===== src/rtl/pchk_pkg.sv =====
package pchk_pkg;

  // Coverage set for each configuration, bit number n on index n-1.
  function automatic logic [31:0] cover_mask(input logic dup, input logic arr_b);
    logic [31:0] m;
    m = '0;
    for (int n = 1; n <= 32; n++) begin
      if (!dup)
        m[n-1] = (n == 2) || (n == 3) || (n == 5) || (n == 6) || (n >= 8 && n <= 25);
      else if (!arr_b)
        m[n-1] = (n == 2) || (n == 3) || (n == 5) || (n == 6) || (n >= 8 && n <= 14);
      else
        m[n-1] = (n >= 1 && n <= 6) || (n >= 8 && n <= 10) || (n == 12) || (n == 13);
    end
    return m;
  endfunction

endpackage


===== src/rtl/pchk_reduce.sv =====
module pchk_reduce #(
  parameter int DATA_W = 25
) (
  input  logic [DATA_W-1:0] data,
  input  logic [DATA_W-1:0] mask,
  output logic              par
);
  logic [DATA_W-1:0] sel_bits;
  logic [DATA_W:0]   chain;

  assign sel_bits = data & mask;
  assign chain[0] = 1'b0;

  for (genvar i = 0; i < DATA_W; i++) begin : g_xor
    assign chain[i+1] = chain[i] ^ sel_bits[i];
  end

  assign par = chain[DATA_W];
endmodule


===== src/rtl/pchk_align.sv =====
module pchk_align #(
  parameter int MAX_LAG = 2,
  localparam int IW = (MAX_LAG > 1) ? $clog2(MAX_LAG) : 1
) (
  input  logic          clk,
  input  logic          rst,
  input  logic          en,
  input  logic          din,
  input  logic [IW-1:0] lag_idx,
  output logic          tap
);
  logic [MAX_LAG-1:0] sr;

  for (genvar s = 0; s < MAX_LAG; s++) begin : g_stage
    always_ff @(posedge clk) begin
      if (rst)
        sr[s] <= 1'b0;
      else if (en)
        sr[s] <= (s == 0) ? din : sr[(s == 0) ? 0 : s-1];
    end
  end

  assign tap = sr[lag_idx];

  assert_hist_clear_R1: assert property (@(posedge clk) disable iff (rst)
    $past(rst) |-> (sr == '0));

  assert_hist_frozen_R7: assert property (@(posedge clk) disable iff (rst)
    (!$past(en) && !$past(rst)) |-> $stable(sr));
endmodule


===== src/rtl/pchk_err_hold.sv =====
module pchk_err_hold #(
  parameter int HOLD_CYC = 2,
  localparam int CW = $clog2(HOLD_CYC + 1)
) (
  input  logic clk,
  input  logic rst,
  input  logic en,
  input  logic odd,
  output logic err_n
);
  logic [CW-1:0] cnt;

  always_ff @(posedge clk) begin
    if (rst) begin
      err_n <= 1'b1;
      cnt   <= '0;
    end else if (en) begin
      if (odd) begin
        err_n <= 1'b0;
        cnt   <= CW'(HOLD_CYC - 1);
      end else if (cnt != '0) begin
        cnt   <= cnt - 1'b1;
      end else begin
        err_n <= 1'b1;
      end
    end
  end

  assert_err_on_odd_R4: assert property (@(posedge clk) disable iff (rst)
    (en && odd) |=> !err_n);

  if (HOLD_CYC >= 2) begin : g_hold_chk
    assert_err_held_R5: assert property (@(posedge clk) disable iff (rst)
      $fell(err_n) |=> !err_n);
  end

  assert_cnt_range_R6: assert property (@(posedge clk) disable iff (rst)
    cnt <= CW'(HOLD_CYC - 1));
endmodule


===== src/rtl/pchk_top.sv =====
module pchk_top
  import pchk_pkg::*;
#(
  parameter int DATA_W   = 25,
  parameter int MAX_LAG  = 2,
  parameter int HOLD_CYC = 2,
  localparam int IW = (MAX_LAG > 1) ? $clog2(MAX_LAG) : 1
) (
  input  logic              clk,
  input  logic              rst,
  input  logic              cfg_dup,
  input  logic              cfg_b,
  input  logic [DATA_W-1:0] data_in,
  input  logic              par_in,
  input  logic              chip_sel,
  input  logic              aux_sel,
  output logic              pp_out,
  output logic              err_n
);
  logic              en;
  logic [31:0]       mask_full;
  logic [DATA_W-1:0] mask;
  logic              dpar;
  logic              tap;
  logic              pp_next;
  logic [IW-1:0]     lag_idx;

  assign en        = !(chip_sel && aux_sel);
  assign mask_full = cover_mask(cfg_dup, cfg_b);
  assign mask      = mask_full[DATA_W-1:0];
  assign lag_idx   = cfg_b ? IW'(MAX_LAG - 1) : '0;

  pchk_reduce #(.DATA_W(DATA_W)) u_reduce (
    .data (data_in),
    .mask (mask),
    .par  (dpar)
  );

  pchk_align #(.MAX_LAG(MAX_LAG)) u_align (
    .clk     (clk),
    .rst     (rst),
    .en      (en),
    .din     (dpar),
    .lag_idx (lag_idx),
    .tap     (tap)
  );

  assign pp_next = tap ^ par_in;

  always_ff @(posedge clk) begin
    if (rst)
      pp_out <= 1'b0;
    else if (en)
      pp_out <= pp_next;
  end

  pchk_err_hold #(.HOLD_CYC(HOLD_CYC)) u_err (
    .clk   (clk),
    .rst   (rst),
    .en    (en),
    .odd   (pp_next),
    .err_n (err_n)
  );

  assert_reset_vals_R1: assert property (@(posedge clk) disable iff (rst)
    $past(rst) |-> (!pp_out && err_n));

  assert_freeze_R7: assert property (@(posedge clk) disable iff (rst)
    ($past(chip_sel && aux_sel) && !$past(rst)) |-> ($stable(pp_out) && $stable(err_n)));

  assert_pp_implies_err_R4: assert property (@(posedge clk) disable iff (rst)
    pp_out |-> !err_n);
endmodule


===== config.mk =====
export PLATFORM = sky130hd
export DESIGN_NAME = pchk_top
export DESIGN_NICKNAME = d
export VERILOG_FILES = /design/src/rtl/pchk_pkg.sv /design/src/rtl/pchk_reduce.sv /design/src/rtl/pchk_align.sv /design/src/rtl/pchk_err_hold.sv /design/src/rtl/pchk_top.sv
export SDC_FILE = /design/constraint.sdc
export NUM_CORES = 1
export LEC_CHECK = 0
export ABC_AREA = 1
export BUFFER_PORTS_ARGS = -buffer_cell sky130_fd_sc_hd__buf_2
export CELL_PAD_IN_SITES_DETAIL_PLACEMENT = 1
export CELL_PAD_IN_SITES_GLOBAL_PLACEMENT = 1
export CORE_UTILIZATION = 30
export CTS_CLUSTER_SIZE = 14
export DETAILED_ROUTE_END_ITERATION = 12
export GPL_TIMING_DRIVEN = 0
export HOLD_SLACK_MARGIN = 0.02
export PLACE_DENSITY = 0.75
export REMOVE_ABC_BUFFERS = 1
export SLEW_MARGIN = 0
export SYNTH_ARGS = -nofsm -noshare
export SYNTH_HDL_FRONTEND = slang
export SYNTH_HIERARCHICAL = 1
export SYNTH_SLANG_ARGS = --single-unit

===== constraint.sdc =====
create_clock -name clk -period 2.02 [get_ports clk]
set_clock_uncertainty 0.05 [all_clocks]
set_input_delay 0.404 -clock clk [delete_from_list [all_inputs] [get_ports clk]]
set_output_delay 0.404 -clock clk [all_outputs]
set_load 0.005 [all_outputs]

==> metrics.txt <==
number of clock sinks seen by CTS=6; TritonCTS Buffers=3; average cell area after synthesis=about 5.3 µm²; max frequency=roughly 0.55 GHz; maxcap violations=0; post-synthesis cell area=between 800 and 900 µm²; grt total ovfl=0; Worst Path Max Fanout=8; Std-Cell Rows=18; count of port buffers added during placement=33; Hold Path Cell Cnt=2; placed cell areas=about 1100 µm²; Lkg Pwr=slightly below 0.0007 µW; share of the core filled with cells=0.430; antenna violations before repair=0; FF-to-FF setup slack=roughly 0.75 ns; routing layer with the top usage in global route=met2; critical path startpoint category=input port; number of fill cells in the layout=between 300 and 400; total number of vias=between 900 and 1000; largest buffer count on any clock path=2; finished layout cell area=approximately 1100 µm²; Wirelength per Cell=just under 9 µm; met3 Track Usage GR=0.0167; count of pins on the block boundary=34; final hold violation count=0; post-detailed-route DRC marker count=0; HPWL after DPL=1760 µm; Max stage delay on crit path=about 0.24 ns; met1 track utilization from global routing=0.160; Hold Path Class=input port to register; fraction of final layout cells sized beyond drive strength 1=0.291; cell count after synthesis=154; via density per instance=about 4.3; power density of the placed cells=between 400 and 500 nW/µm²; Peak VDD IR=0.000230 V; multiplexer fraction of the synthesized cell area=0; crit-path cells=buf_2, clkinvlp_4, buf_4, nand2_1, xnor2_1, or2_1, nand2_1, nand2_1, nand2_1, nand2_1, nand2_2, inv_1, nand2_1, nand2_1, inv_1, nand2_1, nand2_1, nor2_1; post-synth top area share=0.298; clock transition time at the flip-flop clock pins of the worst setup and hold paths=0.05 ns; synthesized-area fraction occupied by ao, oa, aoi and oai cells=0.0336; final setup violation count=0; number of distinct library cells after synthesis=19; standard cell core area=2520 µm²; basic-gate share of the synthesized area counting and, or, nand and nor cells=0.549; path type of the worst setup path=input port to register; TritonCTS clock tree=built; Die ar.=about 3000 µm²; Worst Path Required=around 2.1 ns; Arr. time, crit path=1.89 ns; starting utilization of the core area=0.324; cts hold-fix bufs=0; chip height=around 54 µm; Worst path most repeated cell=nand2_1; root buffer selected by CTS=clkbuf_4; Post-Synth XOR/XNOR Area=0.118; cell type contributing the most total cell area after synthesis=nand2_1; global-route wire length before repair=3240 µm; number of nets in the layout=roughly 230; unrepaired setup endpoints after global routing=no; worst skew pair latency=0.24 ns; remaining antenna violation count=0; length of the first detailed-routing pass in iterations=4; ratio of final minimum period to clock period=0.895; adder and majority cell fraction of the synthesized area=0.0153; antenna cells=0; maximum level of the CTS H-tree=1; Die X-Extent=54.2 µm; Layout area overhead=32.6%; Total GRT Usage=0.147; Tmin final=around 1.8 ns; main combinational cell family by area after synthesis=simple AND/OR/NAND/NOR gates; Synth warnings=6; total detailed-routing wirelength=about 2000 µm; share of the yosys chip area belonging to registers=0.147; maximum number of pins on one net before global-route repair=12; Worst setup EP type=register; run status=finished, final reports clean; grt met2 use=0.297; DRT iter0 DRCs=8; placer's final routability congestion estimate=between 0.6 and 0.7; vias in the first global route=906; number of cell instances on the worst register-to-register path=8; number of storage elements in the synthesis netlist=6; top cells by area in the synthesized netlist=nand2_1, dfxtp_1, inv_1; slowest cell on the critical path=or2_1; Max Transition Viols Final=0
## layout by cell type (no fill, tap or decap)
cell        synthesis  final
nor2_1              6      6
nand3b_1            2      2
conb_1              2     10
nand3_1            13     13
nand3_2             1      1
or2_1               1      1
nand2_1            65     65
ha_1                1      1
o21bai_1            1      1
inv_2               6      6
clkbuf_4            0      3
nand2_2            11     11
buf_4               0      1
xnor2_1             6      6
xor2_1              5      5
a21oi_1             2      2
clkinvlp_4          0      1
buf_2               0     33
o21ai_0             2      2
nor2_2              1      1
nand2_4             1      1
dfxtp_1             6      6
inv_1              22     21
## cell usage after synthesis
library cell / number
a21oi_1: 2
conb_1: 2
dfxtp_1: 6
ha_1: 1
inv_1: 22
inv_2: 6
nand2_1: 65
nand2_2: 11
nand2_4: 1
nand3_1: 13
nand3_2: 1
nand3b_1: 2
nor2_1: 6
nor2_2: 1
o21ai_0: 2
o21bai_1: 1
or2_1: 1
xnor2_1: 6
xor2_1: 5
## kinds of logic after synthesis
kind of cell / after synthesis
simple gates: 101
buf+inv: 28
xor+xnor: 11
flops: 6
compound gates: 5
other cells: 2
fa+ha+maj: 1
## state kept, by name, summed over array words and instances (netlist names)
name,flops
u_err/err_n,1
u_align/sr,2
u_err/cnt,2
pp_out,1
## worst paths after layout
check | endpoint | startpoint
setup reg to reg | u_err/cnt[0]$_SDFFE_PP0P_ | u_align/sr[0]$_SDFFE_PP0P_
hold reg to reg | u_err/err_n$_SDFFE_PP1P_ | u_err/err_n$_SDFFE_PP1P_
hold / removal | u_err/cnt[0]$_SDFFE_PP0P_ | rst
setup / recovery | u_align/sr[0]$_SDFFE_PP0P_ | cfg_dup
## power by group
group / internal (µW) / switching (µW) / leakage (µW)
combinational: 113 / 162 / 0.000619
clock: 67.3 / 44.3 / 0.0000138
sequential: 135 / 9.13 / 0.0000497
total: 316 / 215 / 0.000682
## metrics by stage
step                      setup TNS [ns]  total power, µW  hold WS, ns  cells  setup slack [ns]
final                                  0              531        0.333    229             0.213
after global routing                   0              589        0.340    229           0.00958
after CTS                              0              540        0.328    228             0.131
after detailed placement          -0.114              422        0.430    225            -0.114
after global placement           -0.0193              401        0.410    225           -0.0193
after floorplan                        0              344        0.401    162             0.263
## routing by layer
| layer | up-vias | routed length [µm] |
|---|---|---|
| met3 | 0 | 82 |
| met1 | 429 | 865 |
| met2 | 26 | 1040 |
| li1 | 536 | - |
| met5 | - | 0 |
| met4 | 0 | 0 |
## final cells by class
cell class	instances	area, µm²	area share
clock buffers	3	22.5	0.0208
multi-input cells	128	623	0.574
inverters	28	109	0.100
repair buffers	34	173	0.159
flip-flops and latches	6	120	0.111
well taps	30	37.5	0.0346
## worst max-delay path: cells and delay by family
| kind | cells | cell delay [ns] |
|---|---|---|
| buffers and inverters | 5 | 0.55 |
| XOR/XNOR | 1 | 0.08 |
| AND/OR/NAND/NOR | 12 | 0.85 |
## repair_timing
action	CTS	global route
endpoints found under the setup margin	0	1
buffers inserted	0	1
resized for setup	0	1
No activity file was read; power rests on OpenSTA's default activity.
